`src/rtl/lpt_pkg.sv`:
```
package lpt_pkg;
    localparam int DATA_W = 8;
    localparam int ADDR_W = 3;
    localparam int STAT_W = 8;

    typedef enum logic [ADDR_W-1:0] {
        SEL_DATA = 3'd0,
        SEL_STAT = 3'd1,
        SEL_CTRL = 3'd2
    } reg_sel_e;

    // control register, packed MSB first: bit5 .. bit0
    typedef struct packed {
        logic dir_in;
        logic irq_en;
        logic sel_in;
        logic init;
        logic autofeed;
        logic strobe;
    } ctrl_t;

    localparam int CTRL_W = $bits(ctrl_t);

    // status bit positions
    localparam int ST_FLAG  = 2;
    localparam int ST_FAULT = 3;
    localparam int ST_SEL   = 4;
    localparam int ST_PE    = 5;
    localparam int ST_ACK   = 6;
    localparam int ST_BUSY  = 7;
endpackage

```
`src/rtl/lpt_host_regs.sv`:
```
module lpt_host_regs
    import lpt_pkg::*;
#(
    parameter int DW = DATA_W,
    parameter int AW = ADDR_W
) (
    input  logic          clk,
    input  logic          rst_n,
    input  logic          cs,
    input  logic          rd,
    input  logic          wr,
    input  logic [AW-1:0] addr,
    input  logic [DW-1:0] wdata,
    output logic [DW-1:0] data_q,
    output ctrl_t         ctrl_q,
    output logic          stat_rd
);
    typedef struct packed {
        logic [DW-1:0] data;
        ctrl_t         ctrl;
    } regs_t;

    regs_t st_d, st_q;

    always_comb begin
        st_d = st_q;
        if (cs && wr) begin
            case (addr)
                SEL_DATA: st_d.data = wdata;
                SEL_CTRL: st_d.ctrl = ctrl_t'(wdata[CTRL_W-1:0]);
                default:  ;
            endcase
        end
    end

    always_ff @(posedge clk or negedge rst_n) begin
        if (!rst_n) st_q <= '0;
        else        st_q <= st_d;
    end

    assign data_q  = st_q.data;
    assign ctrl_q  = st_q.ctrl;
    assign stat_rd = cs && rd && (addr == SEL_STAT);
endmodule

```
`src/rtl/lpt_status_sampler.sv`:
```
module lpt_status_sampler
    import lpt_pkg::*;
#(
    parameter int DW = DATA_W
) (
    input  logic              clk,
    input  logic              rst_n,
    input  logic              busy,
    input  logic              paper_out,
    input  logic              selected,
    input  logic              fault_n,
    input  logic              ack_n,
    input  logic [DW-1:0]     pd_in,
    input  logic              stat_rd,
    output logic [STAT_W-1:0] status,
    output logic              ack_lvl,
    output logic              flag,
    output logic [DW-1:0]     pd_smp
);
    typedef struct packed {
        logic          busy;
        logic          pe;
        logic          sel;
        logic          fault_n;
        logic          ack;
        logic          ack_prev;
        logic          flag;
        logic [DW-1:0] pd;
    } smp_t;

    smp_t st_d, st_q;
    logic ack_rise;

    always_comb begin
        st_d          = st_q;
        ack_rise      = st_q.ack && !st_q.ack_prev;
        st_d.busy     = busy;
        st_d.pe       = paper_out;
        st_d.sel      = selected;
        st_d.fault_n  = fault_n;
        st_d.ack      = ack_n;
        st_d.ack_prev = st_q.ack;
        st_d.pd       = pd_in;
        if (ack_rise)     st_d.flag = 1'b1;
        else if (stat_rd) st_d.flag = 1'b0;
    end

    always_ff @(posedge clk or negedge rst_n) begin
        if (!rst_n) begin
            st_q          <= '0;
            st_q.fault_n  <= 1'b1;
            st_q.ack      <= 1'b1;
            st_q.ack_prev <= 1'b1;
        end else begin
            st_q <= st_d;
        end
    end

    always_comb begin
        status           = '0;
        status[ST_BUSY]  = st_q.busy;
        status[ST_ACK]   = st_q.ack;
        status[ST_PE]    = st_q.pe;
        status[ST_SEL]   = st_q.sel;
        status[ST_FAULT] = st_q.fault_n;
        status[ST_FLAG]  = st_q.flag;
    end

    assign ack_lvl = st_q.ack;
    assign flag    = st_q.flag;
    assign pd_smp  = st_q.pd;
endmodule

```
`src/rtl/lpt_port.sv`:
```
module lpt_port
    import lpt_pkg::*;
#(
    parameter int DW = DATA_W,
    parameter int AW = ADDR_W
) (
    input  logic          clk,
    input  logic          rst_n,
    input  logic          cs,
    input  logic          rd,
    input  logic          wr,
    input  logic [AW-1:0] addr,
    input  logic [DW-1:0] wdata,
    output logic [DW-1:0] rdata,
    input  logic          enh_mode,
    input  logic          irq_mode,
    input  logic [DW-1:0] pd_in,
    output logic [DW-1:0] pd_out,
    output logic          pd_oe,
    output logic          strobe_oe,
    output logic          autofeed_oe,
    output logic          init_oe,
    output logic          selin_oe,
    input  logic          busy,
    input  logic          paper_out,
    input  logic          selected,
    input  logic          fault_n,
    input  logic          ack_n,
    output logic          irq,
    output logic          irq_oe
);
    logic [DW-1:0]     data_q;
    ctrl_t             ctrl_q;
    logic              stat_rd;
    logic [STAT_W-1:0] status;
    logic              ack_lvl;
    logic              flag;
    logic [DW-1:0]     pd_smp;

    lpt_host_regs #(.DW(DW), .AW(AW)) u_regs (
        .clk     (clk),
        .rst_n   (rst_n),
        .cs      (cs),
        .rd      (rd),
        .wr      (wr),
        .addr    (addr),
        .wdata   (wdata),
        .data_q  (data_q),
        .ctrl_q  (ctrl_q),
        .stat_rd (stat_rd)
    );

    lpt_status_sampler #(.DW(DW)) u_smp (
        .clk       (clk),
        .rst_n     (rst_n),
        .busy      (busy),
        .paper_out (paper_out),
        .selected  (selected),
        .fault_n   (fault_n),
        .ack_n     (ack_n),
        .pd_in     (pd_in),
        .stat_rd   (stat_rd),
        .status    (status),
        .ack_lvl   (ack_lvl),
        .flag      (flag),
        .pd_smp    (pd_smp)
    );

    assign pd_oe       = !enh_mode || !ctrl_q.dir_in;
    assign pd_out      = data_q;
    assign strobe_oe   = ctrl_q.strobe;
    assign autofeed_oe = ctrl_q.autofeed;
    assign init_oe     = ctrl_q.init;
    assign selin_oe    = ctrl_q.sel_in;
    assign irq_oe      = ctrl_q.irq_en;
    assign irq         = irq_mode ? flag : ack_lvl;

    always_comb begin
        rdata = '0;
        if (cs && rd) begin
            case (addr)
                SEL_DATA: rdata = pd_oe ? data_q : pd_smp;
                SEL_STAT: rdata = DW'(status);
                SEL_CTRL: rdata = DW'(ctrl_q);
                default:  rdata = '0;
            endcase
        end
    end
endmodule

```
`config.mk`:
```
export PLATFORM = sky130hd
export DESIGN_NAME = lpt_port
export DESIGN_NICKNAME = d
export VERILOG_FILES = /design/src/rtl/lpt_pkg.sv /design/src/rtl/lpt_host_regs.sv /design/src/rtl/lpt_status_sampler.sv /design/src/rtl/lpt_port.sv
export SDC_FILE = /design/constraint.sdc
export NUM_CORES = 1
export LEC_CHECK = 0
export BUFFER_PORTS_ARGS = -buffer_cell sky130_fd_sc_hd__buf_2
export CORE_UTILIZATION = 49
export DETAILED_ROUTE_END_ITERATION = 7
export PLACE_DENSITY = 0.82
export SLEW_MARGIN = 20
export SYNTH_ARGS = -nofsm -noshare
export SYNTH_HDL_FRONTEND = slang
export SYNTH_SLANG_ARGS = --single-unit
export TNS_END_PERCENT = 30
```
`constraint.sdc`:
```
create_clock -name clk -period 3 [get_ports clk]
set_input_delay 0.15 -clock clk [delete_from_list [all_inputs] [get_ports clk]]
set_output_delay 0.15 -clock clk [all_outputs]
set_load 0.1 [all_outputs]
```
==> summary.md, run 1 <==
| Metric | Value |
|---|---|
| Largest stage delay on the critical path | 0.49 ns |
| Final setup TNS | 0 ns |
| Via count of the first global-routing pass | 972 |
| Leakage power total | 0.877 nW |
| Syn_nets | 119 |
| Area contributors post-synth | sky130_fd_sc_hd__dfrtp_1, sky130_fd_sc_hd__mux2_2, sky130_fd_sc_hd__dfstp_2 |
| Share of cells above drive strength 1 | 54.0% |
| Startpoint of the lowest-slack hold path | wdata[7] |
| Worst Path Required | 2.85 ns |
| Routed wirelength normalized by instance count | 14.7 um |
| Share of the yosys chip area belonging to registers | 58.8% |
| Maximum number of pins on one net before global-route repair | 30 |
| First drt pass iteration count | 4 |
| Fraction of the cycle the final worst path needs | 71.5% |
| DRT Wirelength | 2780 um |
| Cell area after technology mapping | 1240 sq um |
| Setup WS pre-CTS | 1.21 ns |
| Leading cell type in the layout, fill and taps excluded | sky130_fd_sc_hd__buf_2 |
| Routed vias | 998 |
| Number of antenna violations at the first check in global routing | 0 |
| CTS tree | done |
| Clock sink count | 29 |
| Height of the chip | 52.3 um |
| Final worst-path setup slack | 0.856 ns |
| Synthesis Warnings | 0 |
| Unrepaired setup endpoints after global routing | no |
| Initial detailed-routing violation count | 14 |
| Min-delay worst type | primary input to flop |
| Clock transition at the registers of the reported paths | 0.09 ns |
| Detail-routed via count per cell | 5.28 |
| Root Buffer Master | sky130_fd_sc_hd__clkbuf_4 |
| PortBufs | 53 |
| Cell-by-cell trace of the critical path | nand2_2, mux2i_1, a2111oi_2, buf_2 |
| Grt ovf | 0 |
| Boundary Pins | 54 |
| Critical Path Start | u_regs.ctrl_q[5]$_DFFE_PN0P_ |
| Mean instance size in the synthesized netlist | 14.1 sq um |
| Critical path start-end classification | flop to output port |
| Post-synth top area cell | sky130_fd_sc_hd__dfrtp_1 |
| GRT Overall Usage | 23.0% |
| Critical path endpoint category | output port |
| Worst reg2reg path startpoint | u_smp.ack_lvl$_DFF_PN1_ |
| Max-cap violations | 0 |
| Initial core utilization | 54.0% |
| Finished Core Util | 77.3% |
| Gp weighted congestion | 0.819 |
| Number of storage elements in the synthesis netlist | 29 |
| HPWL reported at the end of detailed placement | 1980 um |
| Post-synth top area share | 52.5% |
| # setup viols final | 0 |
| Unique masters post-synth | 26 |
| Final hold violation count | 0 |
| Maximum root-to-sink buffer count | 2 |
| Number of inserted diodes | 0 |
| Wire length of the first global-routing pass | 4420 um |
| Core Footprint | 2300 sq um |
| Worst clock skew | 0.00611 ns |
| Area of the die | 2740 sq um |
| Max-slew violations | 0 |
| Total cell area at the placement stage | 1550 sq um |
| Fmax | 466 MHz |
| Startpoint Class | flop |
| Post-route DRC | 0 |
| DRT antenna net count | 0 |
| IR drop worst, VDD | 0.694 mV |
| WP data arrival | 1.99 ns |
| Min Tclk post-route | 2.14 ns |
| Count of standard-cell rows | 17 |
| H-tree levels | 2 |
| Result of the run | finished, final reports clean |
| Worst slew margin relative to its limit | 59.0% |
| Cell at the slowest stage of the critical path | sky130_fd_sc_hd__buf_2 |
| Area grow syn2layout | 43.2% |
| Transition time at the pin with the least slew margin | 0.615 ns |
| Largest driver fanout on the critical path | 8 |
| Leading cell types in the layout, fill and taps excluded | sky130_fd_sc_hd__buf_2, sky130_fd_sc_hd__dfrtp_1, sky130_fd_sc_hd__mux2_2, sky130_fd_sc_hd__dlygate4sd3_1 |
| Insertion delay of the later-clocked pin in the worst-skew pair | 0.31 ns |
| Mapped Cells | 88 |
| Number of buffers created by CTS | 5 |
| Post-route cell area | 1780 sq um |
| Total Nets Final | 191 |
| Setup Fix Bufs, Post-CTS | 0 |
| Power per unit of standard cell area | 769 nW/um^2 |
| Die width | 52.3 um |
cell usage after synthesis (all sizes together):
master / count
o22ai: 3
o31ai: 1
nor3b: 2
dfrtp: 26
and3: 3
inv: 4
a2111oi: 4
nand2: 3
nor2b: 2
buf: 2
mux2i: 5
a221oi: 1
or3: 1
nand3b: 2
a211oi: 3
dfstp: 3
o21ai: 3
nor3: 1
a22oi: 3
mux2: 14
and2b: 1
nor2: 1
registers in the layout, indices dropped and copies added (netlist names):
name,count
u_regs.ctrl_q,6
u_regs.data_q,8
u_smp.ack_lvl,1
u_smp.flag,1
u_smp.pd_smp,8
u_smp.st_q,1
u_smp.status,4
power breakdown:
group	internal [W]	total [W]	switching (W)	leakage [nW]
combinational	0.000116	0.000552	0.000436	0.491
sequential	0.000447	0.000489	0.0000428	0.341
clock	0.000199	0.000323	0.000124	0.0455
total	0.000762	0.00137	0.000603	0.877
metal layers:
layer | part of all wire, % | GRT usage, % | routed length, um | vias up
li1 | - | - | - | 478
met1 | 41 | 27.7 | 1150 | 475
met2 | 51 | 39.2 | 1420 | 45
met3 | 7.5 | 8.70 | 208 | 0
met4 | 0 | 4.39 | 0 | 0
met5 | 0 | 0 | 0 | -
logic make-up after synthesis:
logic type / count (synthesis) / synth area share, %
muxes: 19 / 16.8
AOI/OAI and AO/OA: 18 / 11.0
buffers and inverters: 6 / 2.42
and+or+nand+nor: 16 / 11.0
DFF: 29 / 58.8
critical path, delay by kind of cell, from the launching register on:
family,cells,cell delay (ns)
buf+inv,1,0.49
flops,1,0.45
compound gates,1,0.39
simple gates,1,0.18
mux,1,0.17
area by class of cell:
| type | instances | area [sq um] |
|---|---|---|
| multi-input cells | 53 | 505 |
| well taps | 28 | 35.0 |
| clock buffers | 7 | 55.1 |
| fillers | 147 | 522 |
| clock inverters | 1 | 30.0 |
| repair buffers | 67 | 405 |
| flip-flops and latches | 29 | 729 |
| inverters | 4 | 15.0 |
stage by stage:
| step | hold WS, ns | instances | power, W |
|---|---|---|---|
| 3_5_place_dp | 0.190 | 167 | 0.00104 |
| 4_1_cts | 0.0597 | 189 | 0.00137 |
| 3_3_place_gp | 0.186 | 167 | 0.00102 |
| 5_1_grt | 0.0719 | 189 | 0.00142 |
| 6_report | 0.0729 | 189 | 0.00137 |
| 2_1_floorplan | -0.146 | 88 | 0.000932 |
path summary, 6_finish.rpt:
path | end | slack [ns] | cells after the start
worst max-delay path | rdata[7] | 0.86 | 4
worst min-delay path | u_regs.data_q[7]$_DFFE_PN0P_ | 0.07 | 2
worst max register to register | u_smp.flag$_DFFE_PN0P_ | 2.10 | 2
worst min register to register | u_smp.st_q[9]$_DFF_PN1_ | 0.37 | 0
max in group asynchronous | u_smp.status[7]$_DFF_PN0_ | 2.22 | 2
min in group asynchronous | u_regs.data_q[6]$_DFFE_PN0P_ | 0.38 | 2
repair_timing:
action / in CTS / in global routing
endpoints found under the hold margin: 39 / 0
hold buffers: 14 / 0
resized for setup: 0 / 0
No activity file was read; power rests on OpenSTA's default activity.
==> run 2: changes to the inputs <==
--- a/config.mk
+++ b/config.mk
@@ -6,9 +6,9 @@
 export NUM_CORES = 1
 export LEC_CHECK = 0
 export BUFFER_PORTS_ARGS = -buffer_cell sky130_fd_sc_hd__buf_2
-export CORE_UTILIZATION = 49
+export CORE_UTILIZATION = 41
 export DETAILED_ROUTE_END_ITERATION = 7
-export PLACE_DENSITY = 0.82
+export PLACE_DENSITY = 0.73
 export SLEW_MARGIN = 20
 export SYNTH_ARGS = -nofsm -noshare
 export SYNTH_HDL_FRONTEND = slang
==> constraint.sdc (replaced) <==
create_clock -name clk -period 1.9 [get_ports clk]
set_input_delay 0.095 -clock clk [delete_from_list [all_inputs] [get_ports clk]]
set_output_delay 0.095 -clock clk [all_outputs]
set_load 0.1 [all_outputs]
==> summary.md, run 2 (synthesis gave the netlist of run 1 again) <==
| Metric | Value |
|---|---|
| Result of the run | finished with violations |
| Leading cell types in the layout, fill and taps excluded | sky130_fd_sc_hd__buf_2, sky130_fd_sc_hd__dfrtp_1, sky130_fd_sc_hd__dlygate4sd3_1 |
| Total Nets Final | 193 |
| Unrepaired setup endpoints after global routing | no |
| Worst hold margin | 0.0195 ns |
| Power per unit of standard cell area | 1110 nW/um^2 |
| Fmax | 557 MHz |
| Boundary Pins | 54 |
| Max-slew violations | 0 |
| Fraction of the cycle the final worst path needs | 94.5% |
| Startpoint of the lowest-slack hold path | wdata[3] |
| Setup Fix Bufs, Post-CTS | 0 |
| Post-route DRC | 8 |
| Insertion delay of the later-clocked pin in the worst-skew pair | 0.32 ns |
| Area of the die | 3250 sq um |
| Count of standard-cell rows | 19 |
| Number of buffers created by CTS | 5 |
| Endpoint of the worst hold-timing path | u_regs.data_q[3]$_DFFE_PN0P_ |
| Final hold violation count | 0 |
| Maximum number of pins on one net before global-route repair | 30 |
| Worst hold path depth | 2 |
| Maximum root-to-sink buffer count | 2 |
| Critical path endpoint category | output port |
| Height of the chip | 57.0 um |
| Via count of the first global-routing pass | 1100 |
| HPWL reported at the end of detailed placement | 2260 um |
| Min-delay worst type | primary input to flop |
| Grt ovf | 0 |
| Startpoint Class | flop |
| CTS tree | done |
| Worst reg2reg path startpoint | u_regs.ctrl_q[5]$_DFFE_PN0P_ |
| DRT antenna net count | 0 |
| Finished Core Util | 72.0% |
| Gp weighted congestion | 0.767 |
| Number of inserted diodes | 0 |
| Register-to-Register Setup Slack | 1.02 ns |
| Area grow syn2layout | 63.0% |
| PortBufs | 53 |
| Leading cell type in the layout, fill and taps excluded | sky130_fd_sc_hd__buf_2 |
| # setup viols final | 0 |
| Worst Path Required | 1.80 ns |
| Transition time at the pin with the least slew margin | 0.616 ns |
| Leakage power total | 0.901 nW |
| DRT Wirelength | 3250 um |
| Fill cell instance count of the final layout | 192 |
| Initial core utilization | 44.2% |
| Worst clock skew | 0.000181 ns |
| Share of cells above drive strength 1 | 61.3% |
| Min Tclk post-route | 1.80 ns |
| Max-cap violations | 0 |
| Clock sink count | 29 |
| WP data arrival | 1.70 ns |
| Critical path start-end classification | flop to output port |
| Failing checks | DRC |
| Largest driver fanout on the critical path | 8 |
| Detail-routed via count per cell | 5.31 |
| Reg-to-reg critical path endpoint | u_regs.ctrl_q[5]$_DFFE_PN0P_ |
| Worst reg-to-reg path cell count | 1 |
| Die width | 57.0 um |
| Wire length of the first global-routing pass | 5200 um |
| H-tree levels | 2 |
| Initial detailed-routing violation count | 36 |
| Clock transition at the registers of the reported paths | 0.09 ns |
| Worst slew margin relative to its limit | 58.9% |
| Root Buffer Master | sky130_fd_sc_hd__clkbuf_4 |
| IR drop worst, VDD | 0.865 mV |
| Number of antenna violations at the first check in global routing | 0 |
| GRT Overall Usage | 21.9% |
| First drt pass iteration count | 7 |
| Routed vias | 1031 |
| Core Footprint | 2810 sq um |
| Routed wirelength normalized by instance count | 16.7 um |
## run 2: layer usage
layer / vias to the layer above / share of wire [%] / global-route usage, %
met1: 498 / 40 / 27.2
li1: 478 / - / -
met2: 47 / 52 / 37.1
met4: 0 / 1.7 / 7.32
met5: - / 0 / 0
met3: 8 / 5.9 / 5.67
## run 2: cell type report
type / count / area, sq um / share of cell area (%)
clock inverter: 1 / 30.0 / 1.49
inverter: 4 / 15.0 / 0.743
multi-input combinational: 53 / 612 / 30.3
tap: 31 / 38.8 / 1.92
timing repair buffer: 69 / 518 / 25.6
clock buffer: 7 / 55.1 / 2.72
sequential: 29 / 752 / 37.2
## run 2: power by group
part | internal, W | total (W) | switching (W) | leakage [nW]
Sequential | 0.000724 | 0.000796 | 0.0000721 | 0.331
Clock | 0.000314 | 0.000517 | 0.000203 | 0.0455
Combinational | 0.000211 | 0.000934 | 0.000723 | 0.524
## run 2: worst max-delay path by stage
stage	start	cells past startpoint	to
after detailed placement	u_regs.ctrl_q[5]$_DFFE_PN0P_	4	rdata[7]
after global placement	addr[0]	5	rdata[5]
after global routing	u_regs.ctrl_q[5]$_DFFE_PN0P_	4	rdata[7]
after floorplan	u_regs.ctrl_q[3]$_DFFE_PN0P_	2	rdata[3]
after CTS	u_regs.ctrl_q[5]$_DFFE_PN0P_	3	rdata[5]
final	u_regs.ctrl_q[5]$_DFFE_PN0P_	4	rdata[7]
## run 2: critical path, stage by stage, from the launching register on
cell and delay (ns):
sky130_fd_sc_hd__dfrtp_2 0.47, sky130_fd_sc_hd__nand2_8 0.10, sky130_fd_sc_hd__mux2i_1 0.17, sky130_fd_sc_hd__a2111oi_4 0.30, sky130_fd_sc_hd__buf_4 0.34
## run 2: stage by stage
| step | std cells | total power (W) | worst slack [ns] | setup TNS, ns | cell area (sq um) |
|---|---|---|---|---|---|
| after floorplan | 88 | 0.00153 | -0.172 | -1.17 | 1390 |
| after global placement | 171 | 0.00170 | 0.374 | 0 | 1780 |
| after detailed placement | 171 | 0.00171 | 0.317 | 0 | 1780 |
| after CTS | 194 | 0.00226 | 0.0373 | 0 | 2010 |
| after global routing | 194 | 0.00233 | 0.00965 | 0 | 2020 |
| final | 194 | 0.00225 | 0.104 | 0 | 2020 |
## run 2: what timing repair did
item	in CTS	in global routing
hold endpoints to repair	40	0
endpoints found under the setup margin	1	2
hold buffers	15	0
resized for setup	1	2
